**config.mk**
```make
export PLATFORM = sky130hd
export DESIGN_NAME = dma_chan_pause_ctl
export DESIGN_NICKNAME = d
export VERILOG_FILES = /design/src/rtl/dcp_pkg.sv /design/src/rtl/dcp_regs.sv /design/src/rtl/dcp_ack.sv /design/src/rtl/dcp_pend.sv /design/src/rtl/dma_chan_pause_ctl.sv
export SDC_FILE = /design/constraint.sdc
export NUM_CORES = 1
export LEC_CHECK = 0
export BUFFER_PORTS_ARGS = -buffer_cell sky130_fd_sc_hd__buf_2
export CELL_PAD_IN_SITES_DETAIL_PLACEMENT = 1
export CELL_PAD_IN_SITES_GLOBAL_PLACEMENT = 2
export CORE_MARGIN = 10
export CORE_UTILIZATION = 12
export DETAILED_ROUTE_END_ITERATION = 12
export PLACE_DENSITY = 0.81
export SYNTH_ARGS = -nofsm -noshare
export SYNTH_HDL_FRONTEND = slang
export SYNTH_SLANG_ARGS = --single-unit
```
**constraint.sdc**
```tcl
create_clock -name clk -period 0.95 [get_ports clk]
set_input_delay 0.095 -clock clk [delete_from_list [all_inputs] [get_ports clk]]
set_output_delay 0.095 -clock clk [all_outputs]
set_load 0.01 [all_outputs]
```
**src/rtl/dcp_pkg.sv**
```systemverilog
package dcp_pkg;
  localparam int unsigned CTRL_OFS   = 0;
  localparam int unsigned CFG_OFS    = 8;
  localparam int unsigned REQ_BIT    = 0;
  localparam int unsigned ACK_BIT    = 2;
  localparam int unsigned EN_BIT     = 0;
  localparam int unsigned NOWAIT_BIT = 24;

  function automatic logic [31:0] pack_ctrl(input logic req, input logic ack);
    logic [31:0] w;
    w = '0;
    w[REQ_BIT] = req;
    w[ACK_BIT] = ack;
    return w;
  endfunction

  function automatic logic [31:0] pack_cfg(input logic en, input logic nw);
    logic [31:0] w;
    w = '0;
    w[EN_BIT]     = en;
    w[NOWAIT_BIT] = nw;
    return w;
  endfunction
endpackage

```
**src/rtl/dcp_regs.sv**
```systemverilog
module dcp_regs #(
  parameter int ADDR_W = 6
) (
  input  logic              clk,
  input  logic              rst_n,
  input  logic              wr_en,
  input  logic [ADDR_W-1:0] addr,
  input  logic              wd_req,
  input  logic              wd_en,
  input  logic              wd_nowait,
  input  logic              ack,
  output logic              sw_pause,
  output logic              chan_en,
  output logic              nowait,
  output logic              disabling
);
  import dcp_pkg::*;

  logic wr_ctrl, wr_cfg;
  assign wr_ctrl = wr_en && (addr == ADDR_W'(CTRL_OFS));
  assign wr_cfg  = wr_en && (addr == ADDR_W'(CFG_OFS));

  always_ff @(posedge clk or negedge rst_n) begin
    if (!rst_n) begin
      sw_pause  <= 1'b0;
      chan_en   <= 1'b0;
      nowait    <= 1'b0;
      disabling <= 1'b0;
    end else begin
      if (wr_ctrl) sw_pause <= wd_req;
      if (wr_cfg)  nowait   <= wd_nowait;
      if (disabling) begin
        if (ack) begin
          chan_en   <= 1'b0;
          disabling <= 1'b0;
        end
      end else if (wr_cfg) begin
        if (chan_en && !wd_en)      disabling <= 1'b1;
        else if (!chan_en && wd_en) chan_en   <= 1'b1;
      end
    end
  end

  // enable only falls after the acknowledge was seen
  assert_en_fall_after_ack_R6: assert property (@(posedge clk) disable iff (!rst_n)
    $fell(chan_en) |-> $past(ack));
  // while disabling without ack the enable holds
  assert_en_hold_R6: assert property (@(posedge clk) disable iff (!rst_n)
    (disabling && !ack) |=> chan_en);
endmodule

```
**src/rtl/dcp_ack.sv**
```systemverilog
module dcp_ack (
  input  logic clk,
  input  logic rst_n,
  input  logic pause_eff,
  input  logic beat_busy,
  output logic ack
);
  always_ff @(posedge clk or negedge rst_n) begin
    if (!rst_n) ack <= 1'b0;
    else        ack <= pause_eff && (ack || !beat_busy);
  end

  // acknowledge rises only at a beat boundary while stalled
  assert_ack_at_boundary_R4: assert property (@(posedge clk) disable iff (!rst_n)
    $rose(ack) |-> $past(pause_eff && !beat_busy));
  // idle mover gives acknowledge on the next cycle
  assert_ack_when_idle_R4: assert property (@(posedge clk) disable iff (!rst_n)
    (pause_eff && !beat_busy) |=> ack);
  // acknowledge drops one cycle after the stall is removed
  assert_ack_drop_R5: assert property (@(posedge clk) disable iff (!rst_n)
    !pause_eff |=> !ack);
endmodule

```
**src/rtl/dcp_pend.sv**
```systemverilog
module dcp_pend #(
  parameter int PEND_W = 2
) (
  input  logic clk,
  input  logic rst_n,
  input  logic chan_en,
  input  logic stall,
  input  logic req_in,
  input  logic req_taken,
  output logic xfer_req
);
  localparam logic [PEND_W-1:0] CNT_MAX = {PEND_W{1'b1}};

  logic [PEND_W-1:0] cnt;
  logic inc, dec;

  function automatic logic [PEND_W-1:0] step_cnt(input logic [PEND_W-1:0] c,
                                                 input logic up, input logic dn);
    logic [PEND_W-1:0] r;
    r = c;
    if (up && !dn && c != CNT_MAX)  r = c + 1'b1;
    else if (dn && !up)             r = c - 1'b1;
    return r;
  endfunction

  assign xfer_req = chan_en && !stall && (cnt != '0);
  assign inc      = chan_en && req_in;
  assign dec      = req_taken && xfer_req;

  always_ff @(posedge clk or negedge rst_n) begin
    if (!rst_n)        cnt <= '0;
    else if (!chan_en) cnt <= '0;
    else               cnt <= step_cnt(cnt, inc, dec);
  end

  // an accepted request is still offered next cycle unless stalled or disabled
  assert_req_held_R8: assert property (@(posedge clk) disable iff (!rst_n)
    (chan_en && req_in) |=> (xfer_req || stall || !chan_en));
  // nothing is offered just after the channel was off
  assert_no_req_off_R9: assert property (@(posedge clk) disable iff (!rst_n)
    !chan_en |=> !xfer_req);
endmodule

```
**src/rtl/dma_chan_pause_ctl.sv**
```systemverilog
module dma_chan_pause_ctl #(
  parameter int ADDR_W = 6,
  parameter int PEND_W = 2
) (
  input  logic              clk,
  input  logic              rst_n,
  input  logic              wr_en,
  input  logic [ADDR_W-1:0] addr,
  input  logic [31:0]       wr_data,
  output logic [31:0]       rd_data,
  input  logic              beat_busy,
  input  logic              req_in,
  input  logic              req_taken,
  output logic              xfer_req,
  output logic              stall,
  output logic              paused,
  output logic              chan_en,
  output logic              nowait
);
  import dcp_pkg::*;

  logic sw_pause, disabling, pause_eff;
  logic unused_wd;

  assign unused_wd = ^wr_data;

  dcp_regs #(.ADDR_W(ADDR_W)) regs_i (
    .clk(clk), .rst_n(rst_n), .wr_en(wr_en), .addr(addr),
    .wd_req(wr_data[REQ_BIT]), .wd_en(wr_data[EN_BIT]),
    .wd_nowait(wr_data[NOWAIT_BIT]), .ack(paused),
    .sw_pause(sw_pause), .chan_en(chan_en), .nowait(nowait),
    .disabling(disabling)
  );

  assign pause_eff = sw_pause || disabling;
  assign stall     = pause_eff;

  dcp_ack ack_i (
    .clk(clk), .rst_n(rst_n), .pause_eff(pause_eff),
    .beat_busy(beat_busy), .ack(paused)
  );

  dcp_pend #(.PEND_W(PEND_W)) pend_i (
    .clk(clk), .rst_n(rst_n), .chan_en(chan_en), .stall(stall),
    .req_in(req_in), .req_taken(req_taken), .xfer_req(xfer_req)
  );

  always_comb begin
    if (addr == ADDR_W'(CTRL_OFS))     rd_data = pack_ctrl(sw_pause, paused);
    else if (addr == ADDR_W'(CFG_OFS)) rd_data = pack_cfg(chan_en, nowait);
    else                               rd_data = '0;
  end
endmodule

```
==> impl_metrics.toml <==
[worst_setup_path]
cpMaxStageDelayCell = "dfrtp_1"
critPathCaptureType = "flop"
cp_top_family = "flip-flops"
rrSetupSlack_ns = -0.24
cpPeakStageDelay_ns = 0.42
path_max_fanout = 3
cp-start-kind = "flop"
critical_path.cell_chain = "buf_4 -> nor3b_4 -> a2bb2oi_2 -> nor2_1"
critPathBufInv = 1
crit_arrival_ns = 1.30
critPathKind = "reg -> reg"
r2r_start = "regs_i.sw_pause$_DFFE_PN0P_"
required_ns = 1.06
timing.rr.end = "pend_i.cnt[1]$_DFFE_PN0P_"
r2r_cells = 4

[routing]
drc = 0
routed_wl_um = 2020
viasPerCell = 2.90
drt_iter0_markers = 9
firstDrtPassIters = 4
routedWlPerCell_um = 11.4
antenna_left = 0
vias = 513

[clock_network]
clock-sinks = 7
clock_latency_ns = 0.22
cts_inserted_buffers = 3
cts_tree = "built"
cts_htree_levels = 1
cts_buffer_depth = 2
path_clk_slew_ns = 0.04
root_buffer = "clkbuf_8"

[power_and_ir_drop]
peakVddDrop_mv = 0.301
finalPower_mw = 1.25
leakage_nw = 0.469
pwr_density_cell_nw_per_um2 = 1370

[min_path]
hold_end = "ack_i.ack$_DFF_PN0_"
min_path_cells = 2
hp-class = "in -> reg"
min_from = "beat_busy"

[global_routing]
grt_pass1_wl_um = 3060
grt-ovfl-total = 0
grt_use_total_pct = 4.55
grt_max_degree = 8
grt_pass1_vias = 655
antenna_found_initial = 1

[floorplanning]
die_h_um = 91.6
start_util_pct = 12.2
die_area_um2 = 8400
io_pins = 81
core_um2 = 5040
die_x_um = 91.6
row_count = 26

[run]
cap_violations = 0

[yosys]
syn_avg_cell_area_um2 = 8.67
synth_cell_type_count = 25
synthCells = 71
synthFlopType = "dfrtp_1"
synthArstFlopShare_pct = 100
yosys_warnings = 0
ys_seq_area_share_pct = 28.5
synth_edf_count = 0
netlist_area_um2 = 616
ys_seq_elements = 7

[run_status]
violations = "setup timing"
status = "finished with violations"

[timing]
finalCriticalPeriod_ns = 1.19
timing.hold.ws_ns = 0.0693
finalSetupViolations = 8
drv_slew = 0
period_share_pct = 125
hold_violations = 0
setup_ws_ns = -0.239
timing.fmax_mhz = 841
skew_ns = 0.00162
rsz0062_at_grt = "yes"

[placement]
gp_congestion = 0.720
dpl-instance-area_um2 = 736
port-buffer-count = 21
dp.cells = 165
dp_hpwl_um = 1620

[layout]
drive_gt1_share_pct = 48.1
layout_common_cells = "conb_1 (29), buf_2 (20), dfrtp_1 (7), buf_4 (7)"
area.growth.synth_to_final_pct = 48.2
n_fill_cell = 616
mostFrequentLayoutCell = "conb_1"
final_nets = 151
finalNonFillerCells = 177
fin_area_um2 = 912
[cell usage after synthesis (2+ instances only)]
cell | n | share of area, %
buf_4 | 29 | 35
nor2_1 | 5 | 3.0
or2_2 | 2 | 2.0
o21ai_0 | 2 | 1.6
a21oi_1 | 2 | 1.6
nand2_1 | 5 | 3.0
dfrtp_1 | 7 | 28
inv_1 | 2 | 1.2
[where the power goes]
| part | internal [mW] | total, mW | switching, mW | leakage (nW) |
|---|---|---|---|---|
| Clock | 0.290 | 0.412 | 0.122 | 0.0228 |
| Sequential | 0.340 | 0.386 | 0.0461 | 0.0932 |
| Combinational | 0.219 | 0.454 | 0.235 | 0.353 |
[layer usage]
layer  GRT usage, %  share of wire (%)  vias to the layer above
met5              0                  0                        -
met4           3.39                1.9                        0
met3           1.79                9.0                        2
met2           8.29                 55                       29
met1           3.95                 34                      236
li1               -                  -                      246
[flip-flops by register name (all words and copies together), names as in the netlist]
signal and flops:
regs_i.sw_pause 1, regs_i.disabling 1, pend_i.cnt 2, regs_i.nowait 1, regs_i.chan_en 1, ack_i.ack 1
[worst reg2reg max path: stages, from the launching register on]
cell and delay [ns]:
dfrtp_1 0.42, buf_4 0.17, nor3b_4 0.27, a2bb2oi_2 0.17
nor2_1 0.05
[cell type report]
cell class | instances | area [um2] | share of cell area, %
flip-flops and latches | 7 | 175 | 19.2
inverters | 2 | 7.51 | 0.823
clock buffers | 4 | 45.0 | 4.94
diodes | 1 | 2.50 | 0.274
repair buffers | 32 | 208 | 22.8
well taps | 70 | 87.6 | 9.60
multi-input cells | 61 | 387 | 42.4
[through the flow]
stage / utilization, % / worst slack [ns] / setup TNS, ns
global route: 18.0 / -0.295 / -1.68
floorplan: - / -0.0197 / -0.0390
detailed placement: 14.6 / -0.185 / -0.697
CTS: 17.3 / -0.245 / -1.12
global placement: 14.6 / -0.137 / -0.513
finish: 18.1 / -0.239 / -1.19
[repair_timing]
item / 4_1_cts / 5_1_grt
gates cloned: 0 / 0
hold buffers: 1 / 0
endpoints found under the setup margin: 8 / 10
gates resized for setup: 9 / 8
buffers inserted: 6 / 1
pin swaps: 7 / 3
hold endpoints to repair: 7 / 0
[logic make-up (layout without fill, tap and decap cells)]
logic type      after synthesis  in the layout  synth area share, %
compound gates                8              8                 8.54
mux                           3              3                 5.89
flops                         7              7                 28.5
xor+xnor                      1              1                 1.42
simple gates                 20             20                 18.5
other cells                   1             30                0.609
buf+inv                      31             38                 36.6
[how the worst max path moves through the flow]
stage,slack [ns],cells after the start,start,to
after CTS,-0.24,3,regs_i.sw_pause$_DFFE_PN0P_,xfer_req
final,-0.24,4,regs_i.sw_pause$_DFFE_PN0P_,pend_i.cnt[1]$_DFFE_PN0P_
after global placement,-0.14,4,addr[5],regs_i.nowait$_DFFE_PN0P_
after global routing,-0.29,4,regs_i.sw_pause$_DFFE_PN0P_,pend_i.cnt[0]$_DFFE_PN0P_
after detailed placement,-0.18,4,addr[5],regs_i.disabling$_DFF_PN0_
after floorplan,-0.02,3,pend_i.cnt[0]$_DFFE_PN0P_,pend_i.cnt[0]$_DFFE_PN0P_
Note: power is estimated with default switching activity, not from simulation.
